==> src/rtl/row_load_pkg.sv <==
package row_load_pkg;
    localparam int LO_W   = 16;
    localparam int HI_W   = 8;
    localparam int WORD_W = LO_W + HI_W;

    typedef enum logic {
        HALF_LO = 1'b0,
        HALF_HI = 1'b1
    } half_e;
endpackage

==> src/rtl/row_seq_check.sv <==
module row_seq_check #(
    parameter int ADDR_W = 16,
    parameter int IDX_W  = 6,
    parameter int CNT_W  = 8,
    localparam int ROW_W = ADDR_W - IDX_W
) (
    input  logic [CNT_W-1:0]  cnt_q,
    input  logic [ROW_W-1:0]  base_q,
    input  logic              ld_valid,
    input  logic [ADDR_W-1:0] ld_addr,
    input  logic              ld_hi,
    input  logic              clear,
    output logic              accept,
    output logic              reject,
    output logic [ROW_W-1:0]  ld_row
);
    import row_load_pkg::*;

    localparam logic [CNT_W-1:0] FULL_CNT = CNT_W'(2 << IDX_W);

    logic [IDX_W:0] pos;
    logic           at_start;
    logic           is_full;
    logic           order_ok;

    always_comb begin
        ld_row   = ld_addr[ADDR_W-1:IDX_W];
        pos      = {ld_addr[IDX_W-1:0], (half_e'(ld_hi) == HALF_HI)};
        at_start = (cnt_q == '0);
        is_full  = (cnt_q == FULL_CNT);
        order_ok = !is_full
                 && (CNT_W'(pos) == cnt_q)
                 && (at_start || (ld_row == base_q));
        accept   = ld_valid && !clear && order_ok;
        reject   = ld_valid && !clear && !order_ok;
    end
endmodule

==> src/rtl/row_word_store.sv <==
module row_word_store #(
    parameter int ROW_WORDS = 64,
    parameter int IDX_W     = 6
) (
    input  logic                           clk,
    input  logic                           rst_n,
    input  logic                           wr_en,
    input  logic                           wr_hi,
    input  logic [IDX_W-1:0]               wr_idx,
    input  logic [row_load_pkg::LO_W-1:0]  wr_data,
    input  logic                           clear,
    input  logic [IDX_W-1:0]               rd_idx,
    output logic [row_load_pkg::WORD_W-1:0] rd_data
);
    import row_load_pkg::*;

    logic [WORD_W-1:0] word_arr [ROW_WORDS];

    for (genvar w = 0; w < ROW_WORDS; w++) begin : g_word
        logic [LO_W-1:0] lo_d, lo_q;
        logic [HI_W-1:0] hi_d, hi_q;

        always_comb begin
            lo_d = lo_q;
            hi_d = hi_q;
            if (clear) begin
                lo_d = '0;
                hi_d = '0;
            end else if (wr_en && (wr_idx == IDX_W'(w))) begin
                if (wr_hi) hi_d = wr_data[HI_W-1:0];
                else       lo_d = wr_data;
            end
        end

        always_ff @(posedge clk or negedge rst_n) begin
            if (!rst_n) begin
                lo_q <= '0;
                hi_q <= '0;
            end else begin
                lo_q <= lo_d;
                hi_q <= hi_d;
            end
        end

        assign word_arr[w] = {hi_q, lo_q};
    end

    always_comb begin
        if (int'(rd_idx) < ROW_WORDS) rd_data = word_arr[rd_idx];
        else                          rd_data = '0;
    end
endmodule

==> src/rtl/row_load_buffer.sv <==
module row_load_buffer #(
    parameter int ADDR_W    = 16,
    parameter int ROW_WORDS = 64,
    localparam int IDX_W    = $clog2(ROW_WORDS),
    localparam int ROW_W    = ADDR_W - IDX_W
) (
    input  logic                            clk,
    input  logic                            rst_n,
    input  logic                            ld_valid,
    input  logic [ADDR_W-1:0]               ld_addr,
    input  logic                            ld_hi,
    input  logic [row_load_pkg::LO_W-1:0]   ld_data,
    input  logic                            prog_done,
    input  logic [IDX_W-1:0]                rd_idx,
    output logic [row_load_pkg::WORD_W-1:0] rd_data,
    output logic                            row_full,
    output logic                            seq_err,
    output logic [ROW_W-1:0]                row_base,
    output logic                            ld_done
);
    localparam int CNT_W = IDX_W + 2;
    localparam logic [CNT_W-1:0] FULL_CNT = CNT_W'(2 * ROW_WORDS);

    typedef struct packed {
        logic [CNT_W-1:0] cnt;
        logic [ROW_W-1:0] base;
        logic             err;
        logic             done;
    } state_t;

    state_t s_d, s_q;

    logic             accept;
    logic             reject;
    logic [ROW_W-1:0] ld_row;

    row_seq_check #(
        .ADDR_W (ADDR_W),
        .IDX_W  (IDX_W),
        .CNT_W  (CNT_W)
    ) seq_i (
        .cnt_q    (s_q.cnt),
        .base_q   (s_q.base),
        .ld_valid (ld_valid),
        .ld_addr  (ld_addr),
        .ld_hi    (ld_hi),
        .clear    (prog_done),
        .accept   (accept),
        .reject   (reject),
        .ld_row   (ld_row)
    );

    row_word_store #(
        .ROW_WORDS (ROW_WORDS),
        .IDX_W     (IDX_W)
    ) store_i (
        .clk     (clk),
        .rst_n   (rst_n),
        .wr_en   (accept),
        .wr_hi   (ld_hi),
        .wr_idx  (ld_addr[IDX_W-1:0]),
        .wr_data (ld_data),
        .clear   (prog_done),
        .rd_idx  (rd_idx),
        .rd_data (rd_data)
    );

    always_comb begin
        s_d      = s_q;
        s_d.done = ld_valid;
        if (prog_done) begin
            s_d.cnt  = '0;
            s_d.base = '0;
            s_d.err  = 1'b0;
        end else if (accept) begin
            if (s_q.cnt == '0) s_d.base = ld_row;
            s_d.cnt = s_q.cnt + 1'b1;
        end else if (reject) begin
            s_d.err = 1'b1;
        end
    end

    always_ff @(posedge clk or negedge rst_n) begin
        if (!rst_n) s_q <= '0;
        else        s_q <= s_d;
    end

    assign row_full = (s_q.cnt == FULL_CNT);
    assign seq_err  = s_q.err;
    assign row_base = s_q.base;
    assign ld_done  = s_q.done;
endmodule

==> config.mk <==
export PLATFORM = sky130hd
export DESIGN_NAME = row_load_buffer
export DESIGN_NICKNAME = d
export VERILOG_FILES = /design/src/rtl/row_load_pkg.sv /design/src/rtl/row_seq_check.sv /design/src/rtl/row_word_store.sv /design/src/rtl/row_load_buffer.sv
export SDC_FILE = /design/constraint.sdc
export NUM_CORES = 2
export LEC_CHECK = 0
export BUFFER_PORTS_ARGS = -buffer_cell sky130_fd_sc_hd__buf_2
export CORE_MARGIN = 2
export CORE_UTILIZATION = 45
export DETAILED_ROUTE_END_ITERATION = 7
export GPL_ROUTABILITY_DRIVEN = 0
export HOLD_SLACK_MARGIN = 0.03
export SYNTH_ARGS = -nofsm -noshare
export SYNTH_HDL_FRONTEND = slang
export SYNTH_SLANG_ARGS = --single-unit
==> constraint.sdc <==
create_clock -name clk -period 4.2 [get_ports clk]
set_input_delay 0.21 -clock clk [delete_from_list [all_inputs] [get_ports clk]]
set_output_delay 0.21 -clock clk [all_outputs]
set_load 0.01 [all_outputs]
Word-level counts from Yosys, hierarchy flattened
Cells that the tools add are included.

storage, ports and cells
  register bits = 1556
  latch bits = 0
  memory bits (writable) = 0
  bits in read-only memories = 0
  input port bits = 43
  memories kept = 0

cells by class
  add/subtract/negate cells = 1
  multiply operators = 0
  divide/modulo/power cells = 0
  $lt $le $gt $ge = 1
  equality and inequality tests = 68
  shifts and indexed selects = 0
  multiplexer cells = 266
  bitwise operators = 1
  reductions and logical operators = 273

operator list
  operator                                        count
  two-way mux 16 bit                              129
  two-way mux 8 bit                               129
  AND reduction 2 bit                             130
  == test 6 bit (second input constant)           32
  binary-select mux 24 bit (select 6 bit)         1
  nonzero test 2 bit                              68
  == test 6 x 5 -> 1 bit (second input constant)  16
  logical AND 1 bit                               69
  == test 6 x 4 -> 1 bit (second input constant)  8
  two-way mux 24 bit                              2
  == test 6 x 3 -> 1 bit (second input constant)  4
  two-way mux 19 bit                              1
  two-way mux 18 bit                              1
  == test 6 x 2 -> 1 bit (second input constant)  2
  == test 10 bit                                  1
  two-way mux 10 bit                              1
  adder 8 x 1 -> 8 bit (second input constant)    1
  == test 7 x 8 -> 1 bit                          1
  == test 8 bit (second input constant)           1
  logical NOT 8 bit                               1
  >= comparator 7 bit (second input constant)     1
  NOT 6 -> 7 bit                                  1
  == test 6 x 1 -> 1 bit (second input constant)  1
  logical NOT 6 bit                               1
  5 further kinds                                 8

Depth between registers and ports, before layout
  depth after elaboration = 9
  gate-level depth with buffers = 11

Cells and area by module
From an unflattened synthesis, not the netlist that was laid out.

second synthesis, totals
  cells, all modules = 6424
  area total of the unflattened synthesis = 68549.5 um^2

by module, submodules not included
  module           times used  cells each  area each (um^2)  seq. area each (um^2)
  row_word_store   1           6276        67195.7           38436.9
  row_load_buffer  1           108         1038.5            500.5
  row_seq_check    1           40          315.3             0.0

Worst setup path before layout
No wires, ideal clock.

  path type = input to output
  from = input port rd_idx[0]
  to = output port rd_data[0] in the netlist's numbering
  arrival time = 2166 ps
  path slack = 1824 ps
  stages on the path = 7
  path through = buf_2 -> buf_2 -> buf_1 -> mux4_2 -> a22oi_1 -> nand3_1 -> a22o_1

between the ends
  word-level cells in the longest chain between the ends = 4

ends and longest elaborated chain
  element                                                RTL line               RTL
  from (decl)                                            row_load_buffer.sv:14  input logic [IDX_W-1:0] rd_idx,
  NOT 6 -> 7 bit (not written as such)                   row_word_store.sv:49   if (int'(rd_idx) < ROW_WORDS) rd_data = word_arr[rd_idx];
  binary-select mux 24 bit (select 6 bit)                row_word_store.sv:49
  two-way mux 24 bit (not written as such) (2 in a row)  row_word_store.sv:49
  to (decl)                                              row_load_buffer.sv:15  output logic [row_load_pkg::WORD_W-1:0] rd_data,

Every way passes these cells. The select of a mux whose other input is x is not followed.

Worst setup path after layout
  from = register store_i.g_word[18].hi_q[0]
  to = output port rd_data[16] in the netlist's numbering

between the ends
  word-level cells in the longest chain between the ends = 3

ends and longest elaborated chain
  element                                                RTL line              RTL
  from (decl)                                            row_word_store.sv:21  logic [HI_W-1:0] hi_d, hi_q;
  from (signal assigned)                                 row_word_store.sv:41  hi_q <= hi_d;
  binary-select mux 24 bit (select 6 bit)                row_word_store.sv:49
  two-way mux 24 bit (not written as such) (2 in a row)  row_word_store.sv:49

Every way passes these cells. The select of a mux whose other input is x is not followed.

==> run metrics <==
via count 50900; PortBufs 79; fmax 0.262 GHz; status finished, final reports clean; final worst slack 0.386 ns; Worst EP arrival 3.60 ns; Starting Density 45.3%; postcts setup bufs 0; largest net degree at the start of global routing 254; clock transition at the registers of the reported paths 0.06 ns; total gr overflow 0; final core occ 50.2%; CTS buffer count 174; first-pass GRT wire length 365 mm; Final period util 90.8%; area delta synth->final 10.9%; Setup crit start kind flop; slew at the pin closest to its max-slew limit 1.25 ns; Final Max Tran Viols 0; Die Footprint 183000 sq um; # setup viols final 0; CP Max Fanout 2; syn nets 6364; worst skew pair latency 0.84 ns; layout cells sized above 1 17.8%; CP endpoint kind output pin; number of fill cells 15500; Max Clock Skew 0.0377 ns; Mean Syn Cell Area 12.8 sq um; post-layout min period 3.81 ns; placed instance area 83800 sq um; maxcap violations 0; FFs w/ async S/R, synth 100%; Fin Setup TNS 0 ns; Vias/cell 5.84; synthesis-stage register bit count 1556; Routed wire per std cell 27.8 um; Synth cell types 47; number of synthesized flops with an enable pin 0; CP Buf/Inv Count 2; Cells after Synth 6319; most common flop cell mapped by yosys dfrtp_1; all-layer global routing usage 26.7%; worst-path cell chain mux4_2 > mux2_2 > o21ai_0 > o31ai_1 > buf_4 > buf_2; slowest stage delay, CP 0.94 ns; Pwr Density 362 nW/um^2; Pleak 49.2 nW; DRC viols 0; CTS tree done; H-tree depth 4; post-synthesis sequential area ratio 48.2%; total power 32.5 mW; Final Instance Area 89600 sq um; die width 428 um; clk root buf clkbuf_16; Final ANT Viol Nets 0; RSZ-0062 raised after global routing false; mapped cell area 80800 sq um; slowest stage cell, crit path o21ai_0; Clock Sinks 1556; Die Span Y 428 um; Slew HR 16.8%; Critical Path RT 3.99 ns; number of global-route vias before repair 53400; Fin. Hold Viols 0; Net count, final 6271; antenna violations before repair 7; Starting DRT DRC Count 4578; Core Area 178000 sq um; clk buf depth 3; critical path class reg2out; Place WS 0.602 ns; post-DP HPWL 151 mm; Hold Path Class in2async; Initial DRT Pass Iterations 7; crit-path leading delay family compound AO/OA/AOI/OAI gates; YS warnings 0; floorplan row count 155; VDD IR max 0.000309 V; IO Pins 80; detailed-route wire length 242 mm
metrics by stage:
step / hold slack, ns / instances
floorplan: -0.0856 / 6319
finish: 0.0574 / 8721
CTS: 0.0428 / 8719
global route: 0.0783 / 8721
global placement: 0.320 / 8387
detailed placement: 0.317 / 8387
worst reg2reg max path, cell delays in order, from the launching register on:
cell,delay (ns)
dfrtp_1,0.40
xnor2_1,0.17
nand4_1,0.24
o31ai_4,0.49
buf_12,0.45
nand4_2,0.63
buf_4,0.40
mux2i_1,0.15
synthesized netlist by cell type (12+ instances only):
cell | count | area, sq um
buf_4 | 12 | 90.1
clkbuf_1 | 414 | 1550
a211oi_1 | 30 | 225
buf_2 | 68 | 340
mux2i_1 | 1607 | 16100
o22ai_1 | 61 | 382
buf_6 | 76 | 856
nand3_1 | 37 | 185
mux2_2 | 16 | 180
nand2b_1 | 1556 | 9730
mux4_2 | 374 | 8420
nor2b_1 | 24 | 150
nor2_1 | 66 | 248
nand4_2 | 126 | 1580
a22oi_1 | 37 | 278
a31oi_1 | 14 | 87.6
nand2_1 | 57 | 214
o21ai_0 | 18 | 90.1
a21oi_1 | 25 | 125
buf_1 | 37 | 139
dfrtp_1 | 1556 | 38900
state kept, by name, summed over array words and instances, names as in the netlist:
register,cells
store_i.g_word.lo_q,1024
row_base,10
seq_err,1
store_i.g_word.hi_q,512
s_q,8
ld_done,1
layout by cell type, fill, tap and decap left out, types with 9 or more instances in the layout:
| cell type | synthesis | routed |
|---|---|---|
| nand2b_4 | 0 | 16 |
| o221ai_1 | 10 | 10 |
| nand3_1 | 37 | 37 |
| o22ai_1 | 61 | 61 |
| dlygate4sd3_1 | 0 | 18 |
| a22oi_1 | 37 | 37 |
| clkbuf_8 | 0 | 45 |
| a22o_1 | 10 | 10 |
| dfrtp_1 | 1556 | 1556 |
| clkbuf_16 | 0 | 178 |
| mux2i_1 | 1607 | 1607 |
| nor2_1 | 66 | 63 |
| mux2_2 | 16 | 16 |
| nor2b_1 | 24 | 20 |
| a211oi_1 | 30 | 30 |
| xnor2_1 | 10 | 10 |
| mux4_2 | 374 | 374 |
| buf_4 | 12 | 196 |
| a31oi_1 | 14 | 14 |
| nand2_1 | 57 | 57 |
| a32oi_1 | 10 | 10 |
| clkbuf_1 | 414 | 56 |
| clkinv_2 | 0 | 19 |
| buf_2 | 68 | 73 |
| o21ai_0 | 18 | 18 |
| a21oi_1 | 25 | 25 |
| nand2b_1 | 1556 | 1540 |
| nand4_2 | 126 | 126 |
| buf_12 | 1 | 49 |
| a32o_1 | 9 | 9 |
timing repair:
| item | 4_1_cts | 5_1_grt |
|---|---|---|
| hold buffers | 18 | 0 |
| gates resized for setup | 0 | 0 |
| endpoints found under the hold margin | 299 | 0 |
logic make-up after synthesis:
| logic type | count (synthesis) | share of synthesized area [%] |
|---|---|---|
| simple gates | 1897 | 15.3 |
| flops | 1556 | 48.2 |
| fa+ha+maj | 2 | 0.0310 |
| mux | 1997 | 30.6 |
| compound gates | 235 | 2.02 |
| xor+xnor | 17 | 0.184 |
| buf+inv | 615 | 3.76 |
path summary, 6_finish.rpt:
| check | from | endpoint | slack [ns] | cells past startpoint |
|---|---|---|---|---|
| max | store_i.g_word[18].hi_q[0] | rd_data[16] | 0.39 | 6 |
| min | rst_n | store_i.g_word[60].lo_q[14] | 0.06 | 2 |
| max reg2reg | row_base[5] | store_i.g_word[7].lo_q[15] | 1.09 | 7 |
| min reg2reg | seq_err | seq_err | 0.53 | 2 |
| max in group asynchronous | rst_n | store_i.g_word[16].hi_q[0] | 2.88 | 3 |
| min in group clk | ld_valid | ld_done | 0.09 | 2 |
metal layers:
metal  share of wire (%)  global-route usage [%]
met4                 3.6                    9.48
met5              0.0054                       0
met2                  46                    41.4
met1                  45                    37.9
met3                 5.1                    4.59
layout make-up:
| type | count | area, sq um | area share, % |
|---|---|---|---|
| Antenna cell | 2 | 5.00 | 0.00558 |
| Clock buffer | 279 | 5280 | 5.89 |
| Clock inverter | 35 | 369 | 0.412 |
| Inverter | 6 | 22.5 | 0.0251 |
| Multi-Input combinational cell | 4148 | 39000 | 43.5 |
| Sequential cell | 1556 | 38900 | 43.4 |
| Tap cell | 2355 | 2950 | 3.29 |
| Timing Repair Buffer | 340 | 3060 | 3.41 |
power breakdown:
| part | internal (mW) | switching, mW | leakage, nW | total, mW |
|---|---|---|---|---|
| Combinational | 0.696 | 1.54 | 24.7 | 2.23 |
| Sequential | 15.0 | 0.00102 | 21.7 | 15.0 |
| Clock | 8.79 | 6.44 | 2.77 | 15.2 |
Note: power is estimated with default switching activity, not from simulation.
